## src/rtl/tfifo_pkg.sv

```systemverilog
`timescale 1ns/1ps
package tfifo_pkg;
  localparam int MAG_W   = 12;
  localparam int TAG_W   = 3;
  localparam int SHORT_W = 8;
  localparam int FILL_W  = MAG_W - SHORT_W;
  localparam int WORD_W  = TAG_W + 1 + MAG_W;
  localparam logic [FILL_W-1:0] SHORT_FILL = 4'b1110;

  typedef struct packed {
    logic             short_res;
    logic [TAG_W-1:0] tag;
    logic             neg;
    logic [MAG_W-1:0] mag;
  } tf_entry_t;

  localparam int ENTRY_W = $bits(tf_entry_t);
endpackage

```

## src/rtl/tfifo_store.sv

```systemverilog
`timescale 1ns/1ps
module tfifo_store
  import tfifo_pkg::*;
#(
  parameter int DEPTH = 32,
  localparam int AW = (DEPTH > 1) ? $clog2(DEPTH) : 1,
  localparam int OW = $clog2(DEPTH + 1)
) (
  input  logic      clk,
  input  logic      rst_n,
  input  logic      clr,
  input  logic      push,
  input  tf_entry_t wr_entry,
  input  logic      pop,
  output tf_entry_t rd_entry,
  output logic [OW-1:0] occ,
  output logic      full,
  output logic      empty
);
  localparam logic [AW-1:0] LAST = AW'(DEPTH - 1);
  localparam logic [OW-1:0] OCC_MAX = OW'(DEPTH);

  tf_entry_t mem [DEPTH];
  logic [AW-1:0] wptr, rptr;
  logic do_push, do_pop;

  assign full    = (occ == OCC_MAX);
  assign empty   = (occ == '0);
  assign do_push = push && !full && !clr;
  assign do_pop  = pop && !empty && !clr;
  assign rd_entry = mem[rptr];

  function automatic logic [AW-1:0] step(input logic [AW-1:0] p);
    return (p == LAST) ? '0 : p + 1'b1;
  endfunction

  always_ff @(posedge clk) begin
    if (do_push) mem[wptr] <= wr_entry;
  end

  always_ff @(posedge clk or negedge rst_n) begin
    if (!rst_n) begin
      wptr <= '0;
      rptr <= '0;
      occ  <= '0;
    end else if (clr) begin
      wptr <= '0;
      rptr <= '0;
      occ  <= '0;
    end else begin
      if (do_push) wptr <= step(wptr);
      if (do_pop)  rptr <= step(rptr);
      case ({do_push, do_pop})
        2'b10:   occ <= occ + 1'b1;
        2'b01:   occ <= occ - 1'b1;
        default: occ <= occ;
      endcase
    end
  end
endmodule

```

## src/rtl/tfifo_hold.sv

```systemverilog
`timescale 1ns/1ps
module tfifo_hold
  import tfifo_pkg::*;
(
  input  logic      clk,
  input  logic      rst_n,
  input  logic      clr,
  input  logic      load,
  input  tf_entry_t d,
  output tf_entry_t q
);
  always_ff @(posedge clk or negedge rst_n) begin
    if (!rst_n)    q <= '0;
    else if (clr)  q <= '0;
    else if (load) q <= d;
  end
endmodule

```

## src/rtl/tfifo_fmt.sv

```systemverilog
`timescale 1ns/1ps
module tfifo_fmt
  import tfifo_pkg::*;
(
  input  tf_entry_t          ent,
  input  logic               tag_mode,
  output logic [WORD_W-1:0]  word
);
  always_comb begin
    word[MAG_W] = ent.neg;
    word[WORD_W-1:MAG_W+1] = tag_mode ? ent.tag : {TAG_W{ent.neg}};
    if (ent.short_res) begin
      word[MAG_W-1:FILL_W] = ent.mag[SHORT_W-1:0];
      word[FILL_W-1:0]     = SHORT_FILL;
    end else begin
      word[MAG_W-1:0] = ent.mag;
    end
  end
endmodule

```

## src/rtl/tagged_result_fifo.sv

```systemverilog
`timescale 1ns/1ps
module tagged_result_fifo
  import tfifo_pkg::*;
#(
  parameter int DEPTH = 32,
  parameter int CNT_W = 5,
  localparam int OW = $clog2(DEPTH + 1)
) (
  input  logic              clk,
  input  logic              rst_n,
  input  logic              dev_reset,
  input  logic              cfg_tag_mode,
  input  logic              wr_valid,
  output logic              wr_ready,
  input  logic [MAG_W-1:0]  wr_mag,
  input  logic              wr_neg,
  input  logic [TAG_W-1:0]  wr_tag,
  input  logic              wr_short,
  input  logic              rd_strobe,
  output logic [WORD_W-1:0] rd_word,
  output logic [CNT_W-1:0]  unread_cnt,
  output logic              overflow
);
  localparam logic [OW-1:0] CNT_CAP = OW'((1 << CNT_W) - 1);

  tf_entry_t in_ent, head_ent, held_ent;
  logic [OW-1:0] occ;
  logic full, empty, pop_ok;

  assign in_ent = '{short_res: wr_short, tag: wr_tag, neg: wr_neg, mag: wr_mag};
  assign pop_ok = rd_strobe && !empty && !dev_reset;

  tfifo_store #(.DEPTH(DEPTH)) u_store (
    .clk(clk), .rst_n(rst_n), .clr(dev_reset),
    .push(wr_valid), .wr_entry(in_ent),
    .pop(rd_strobe), .rd_entry(head_ent),
    .occ(occ), .full(full), .empty(empty)
  );

  tfifo_hold u_hold (
    .clk(clk), .rst_n(rst_n), .clr(dev_reset),
    .load(pop_ok), .d(head_ent), .q(held_ent)
  );

  tfifo_fmt u_fmt (
    .ent(held_ent), .tag_mode(cfg_tag_mode), .word(rd_word)
  );

  assign wr_ready   = !full;
  assign unread_cnt = (occ > CNT_CAP) ? CNT_CAP[CNT_W-1:0] : occ[CNT_W-1:0];

  always_ff @(posedge clk or negedge rst_n) begin
    if (!rst_n)                overflow <= 1'b0;
    else if (dev_reset)        overflow <= 1'b0;
    else if (wr_valid && full) overflow <= 1'b1;
  end
endmodule

```

## config.mk

```make
export PLATFORM = sky130hd
export DESIGN_NAME = tagged_result_fifo
export DESIGN_NICKNAME = d
export VERILOG_FILES = /design/src/rtl/tfifo_pkg.sv /design/src/rtl/tfifo_store.sv /design/src/rtl/tfifo_hold.sv /design/src/rtl/tfifo_fmt.sv /design/src/rtl/tagged_result_fifo.sv
export SDC_FILE = /design/constraint.sdc
export NUM_CORES = 1
export LEC_CHECK = 0
export BUFFER_PORTS_ARGS = -buffer_cell sky130_fd_sc_hd__buf_4
export CORE_MARGIN = 2
export CORE_UTILIZATION = 45
export CTS_BUF_LIST = sky130_fd_sc_hd__clkbuf_16
export DETAILED_ROUTE_END_ITERATION = 10
export GPL_TIMING_DRIVEN = 0
export SLEW_MARGIN = 20
export SYNTH_ARGS = -nofsm -noshare
export SYNTH_HDL_FRONTEND = slang
export SYNTH_SLANG_ARGS = --single-unit
```

## constraint.sdc

```tcl
create_clock -name clk -period 8.6 [get_ports clk]
set_input_delay 2.58 -clock clk [delete_from_list [all_inputs] [get_ports clk]]
set_output_delay 2.58 -clock clk [all_outputs]
set_load 0.005 [all_outputs]
```

==> results.py <==
metrics = {
    "sta": {
        "clock_tree_skew_after_final_layout_ns": 0.0183,
        "final-hold-violation-count": 0,
        "final-max-slew-violation-count": 0,
        "setup_violations": 0,
        "relSlewSlack_pct": 34.4,
        "tightestPinTransition_ns": 0.976,
        "setup-tns-final_ns": 0,
        "final.min_clock_period_ns": 5.62,
        "postLayoutSetupSlackWorst_ns": 2.98,
        "clock.fmax_ghz": 0.178,
        "grt_setup_unrepaired": "no",
        "hold_ws_ns": 0.496,
        "layout_worst_path_cycle_share_pct": 65.4,
    },
    "final_layout": {
        "final_design_area_no_fill_um2": 25900,
        "finish.net_count": 1248,
        "num-fill-cells": 3940,
        "proportion_of_layout_cells_with_a_drive_suffix_above_1_pct": 28.6,
        "share_of_the_core_filled_with_cells_in_the_final_layout_pct": 51.8,
        "antenna_diodes": 0,
        "flow.area_growth_from_synthesis_pct": 14.2,
    },
    "route": {
        "avgViaCountPerCell": 5.87,
        "via_count": 11300,
        "initialDrtViolationCount": 1366,
        "wirelength_um": 53200,
        "drc": 0,
        "antenna_left": 0,
        "routed_wire_length_per_instance_um": 27.5,
        "detailedRoute.firstPassIterationCount": 7,
    },
    "placement": {
        "gp_congestion": 0.841,
        "preCtsSetupSlack_ns": 2.76,
        "detailedPlacementHpwl_um": 34200,
        "post_dp_cell_area_um2": 24100,
        "port-buffer-count": 43,
    },
    "cts": {
        "cts-buffers-inserted": 58,
        "cts_tree": "yes",
        "clkLatencyLatePin_ns": 0.63,
        "max-clock-path-buffers": 3,
        "holdBufCountCts": 0,
        "htreeDepth": 2,
        "clock-root-buffer": "clkbuf_16",
        "post_cts_resize_count": 0,
        "postCtsSetupBuffers": 0,
        "cts_sinks": 578,
        "cts.reportedPaths.clkPinSlew_ns": 0.06,
    },
    "pwr": {
        "powerDensity_nw_per_um2": 256,
        "vdd.ir_drop.worst_mv": 0.162,
        "power.leakage_nw": 8.26,
    },
    "setup_path": {
        "crit_path_end": "rd_word[15]",
        "critPathKind": "in2out",
        "critPathLaunchType": "input pin",
        "critical-path-max-stage-delay_ns": 0.16,
        "reg2reg_from": "u_store.occ[4]$_DFFE_PN0P_",
        "most_used_cell_cp": "buf_4",
        "critPathRequiredTime_ns": 6.02,
        "ff2ff_path_depth": 6,
        "cp_slowest_cell": "nand2b_1",
        "kind_of_end_point_of_the_critical_path": "output pin",
        "crit_chain": "buf_4 > nand2b_1 > nand2_1 > buf_4",
        "worstPathMaxFanout": 4,
        "r2r_end": "u_store.mem[7][15]$_DFFE_PP_",
        "timing.critical_path.arrival_ns": 3.04,
        "cp-startpoint": "cfg_tag_mode",
        "regToRegSetupSlack_ns": 4.97,
    },
    "global_routing": {
        "first_global_vias": 11700,
        "antenna_found_initial": 0,
        "grt_pass1_wl_um": 79000,
        "grt_util_all_layers_pct": 20.8,
        "grt_start_max_net_pins": 35,
        "grt-ovfl-total": 0,
    },
    "synth": {
        "postSynthRegisterBits": 578,
        "ys_top_cells_by_count": "edfxtp_1 (544), mux4_2 (126), o22ai_1 (48), nor2_1 (44), dfrtp_1 (34)",
        "syn_nets": 1134,
        "synthDistinctLibCells": 64,
        "synth_ff_type": "edfxtp_1",
        "post_syn_instances": 1099,
        "yosys-top-cells-area": "edfxtp_1 (72%), mux4_2 (13%), dfrtp_1 (3.8%)",
        "yosys.area.top_type_share_pct": 72.1,
        "syn_area_per_cell_um2": 20.6,
        "async_reset_ff_share_pct": 5.88,
        "synth_edf_count": 544,
        "seq_area_frac_synth_pct": 75.9,
        "synth.cell_area_um2": 22600,
        "ys_warn_count": 0,
        "synth_top_area_cell": "edfxtp_1",
        "synth.most_common_cell": "edfxtp_1",
    },
    "flow_run": {
        "max_cap_violations": 0,
    },
    "floorplan": {
        "start_util_pct": 45.3,
        "core.rowCount": 82,
        "floorplan.io_pins": 46,
        "floorplan.die.width_um": 228,
        "core_um2": 50000,
        "die-height_um": 228,
        "die_area_um2": 52100,
    },
    "worst_hold_path": {
        "worst_hold_path_type": "reg2reg",
    },
    "status": {
        "status": "complete, no violations",
    },
}
[worst min-delay path by stage]
stage | from | endpoint | slack (ns) | depth (start not counted)
floorplan | u_hold.q[8]$_DFFE_PN0P_ | u_hold.q[8]$_DFFE_PN0P_ | 0.46 | 1
detailed placement | overflow$_DFFE_PN0P_ | overflow$_DFFE_PN0P_ | 0.49 | 2
CTS | overflow$_DFFE_PN0P_ | overflow$_DFFE_PN0P_ | 0.51 | 2
global placement | overflow$_DFFE_PN0P_ | overflow$_DFFE_PN0P_ | 0.48 | 2
finish | overflow$_DFFE_PN0P_ | overflow$_DFFE_PN0P_ | 0.50 | 2
global route | u_hold.q[2]$_DFFE_PN0P_ | u_hold.q[2]$_DFFE_PN0P_ | 0.54 | 1
[worst max-delay path: cells and delay by family]
kind	cells	cell delay [ns]
AND/OR/NAND/NOR	2	0.23
buffers and inverters	2	0.22
[logic make-up (layout without fill, tap and decap cells)]
family / Yosys count / count (layout) / share of synthesized area (%)
AND/OR/NAND/NOR: 134 / 134 / 3.20
AO/OA/AOI/OAI: 146 / 146 / 4.38
XOR/XNOR: 3 / 3 / 0.116
multiplexers: 157 / 157 / 14.0
adder cells (fa/ha/maj): 12 / 12 / 0.696
flip-flops: 578 / 578 / 75.9
buffers and inverters: 69 / 230 / 1.71
[registers in the layout, indices dropped and copies added (netlist names)]
name and flops:
u_store.occ 6, overflow 1, u_store.wptr 5, u_hold.q 17, u_store.mem 544, u_store.rptr 5
[metrics by stage]
step	power (mW)	instances
6_report	6.61	1932
5_1_grt	6.85	1932
4_1_cts	6.66	1932
3_5_place_dp	4.38	1825
3_3_place_gp	4.36	1814
2_1_floorplan	3.96	1099
[cells in the final DEF, fill, tap and decap left out, types with 6 or more instances in the layout]
| cell | Yosys | final |
|---|---|---|
| buf_4 | 9 | 52 |
| nor2_2 | 1 | 12 |
| o221ai_1 | 6 | 6 |
| nor2_4 | 0 | 21 |
| o22ai_1 | 48 | 48 |
| dfrtp_1 | 34 | 34 |
| buf_8 | 2 | 7 |
| mux2_2 | 19 | 19 |
| clkinv_2 | 0 | 8 |
| mux4_2 | 126 | 126 |
| ha_1 | 11 | 11 |
| nand3b_1 | 8 | 8 |
| or3b_2 | 7 | 7 |
| or4_1 | 14 | 14 |
| a21oi_1 | 21 | 21 |
| mux2i_1 | 11 | 11 |
| clkbuf_16 | 0 | 58 |
| buf_6 | 4 | 10 |
| nand2_1 | 23 | 23 |
| or2_2 | 7 | 7 |
| nand3_1 | 9 | 9 |
| o21ai_0 | 20 | 20 |
| clkbuf_1 | 24 | 24 |
| buf_2 | 20 | 20 |
| clkinv_1 | 0 | 16 |
| edfxtp_1 | 544 | 544 |
| inv_1 | 6 | 25 |
| nor2_1 | 44 | 12 |
[cell type report]
cell class | instances | area (um2) | area share, %
clock inverter | 49 | 274 | 1.06
buffer | 63 | 364 | 1.41
clock buffer | 58 | 1450 | 5.61
inverter | 6 | 22.5 | 0.0871
tap | 672 | 841 | 3.25
multi-input combinational | 452 | 5260 | 20.3
timing repair buffer | 54 | 465 | 1.80
sequential | 578 | 17200 | 66.5
[power by group]
group / switching (mW) / total (mW) / leakage [nW] / internal (mW)
Sequential: 0.0449 / 3.18 / 5.35 / 3.13
Combinational: 0.615 / 1.13 / 1.99 / 0.519
Clock: 1.04 / 2.30 / 0.917 / 1.25
[routing by layer]
layer | GRT usage [%] | part of all wire [%] | vias to the layer above
met5 | 0 | 0 | -
met4 | 6.25 | 2.4 | 0
met3 | 3.34 | 6.0 | 81
met2 | 34.3 | 50 | 378
met1 | 28.9 | 42 | 6020
li1 | - | - | 4860
Power figures use the tool's default switching activity.
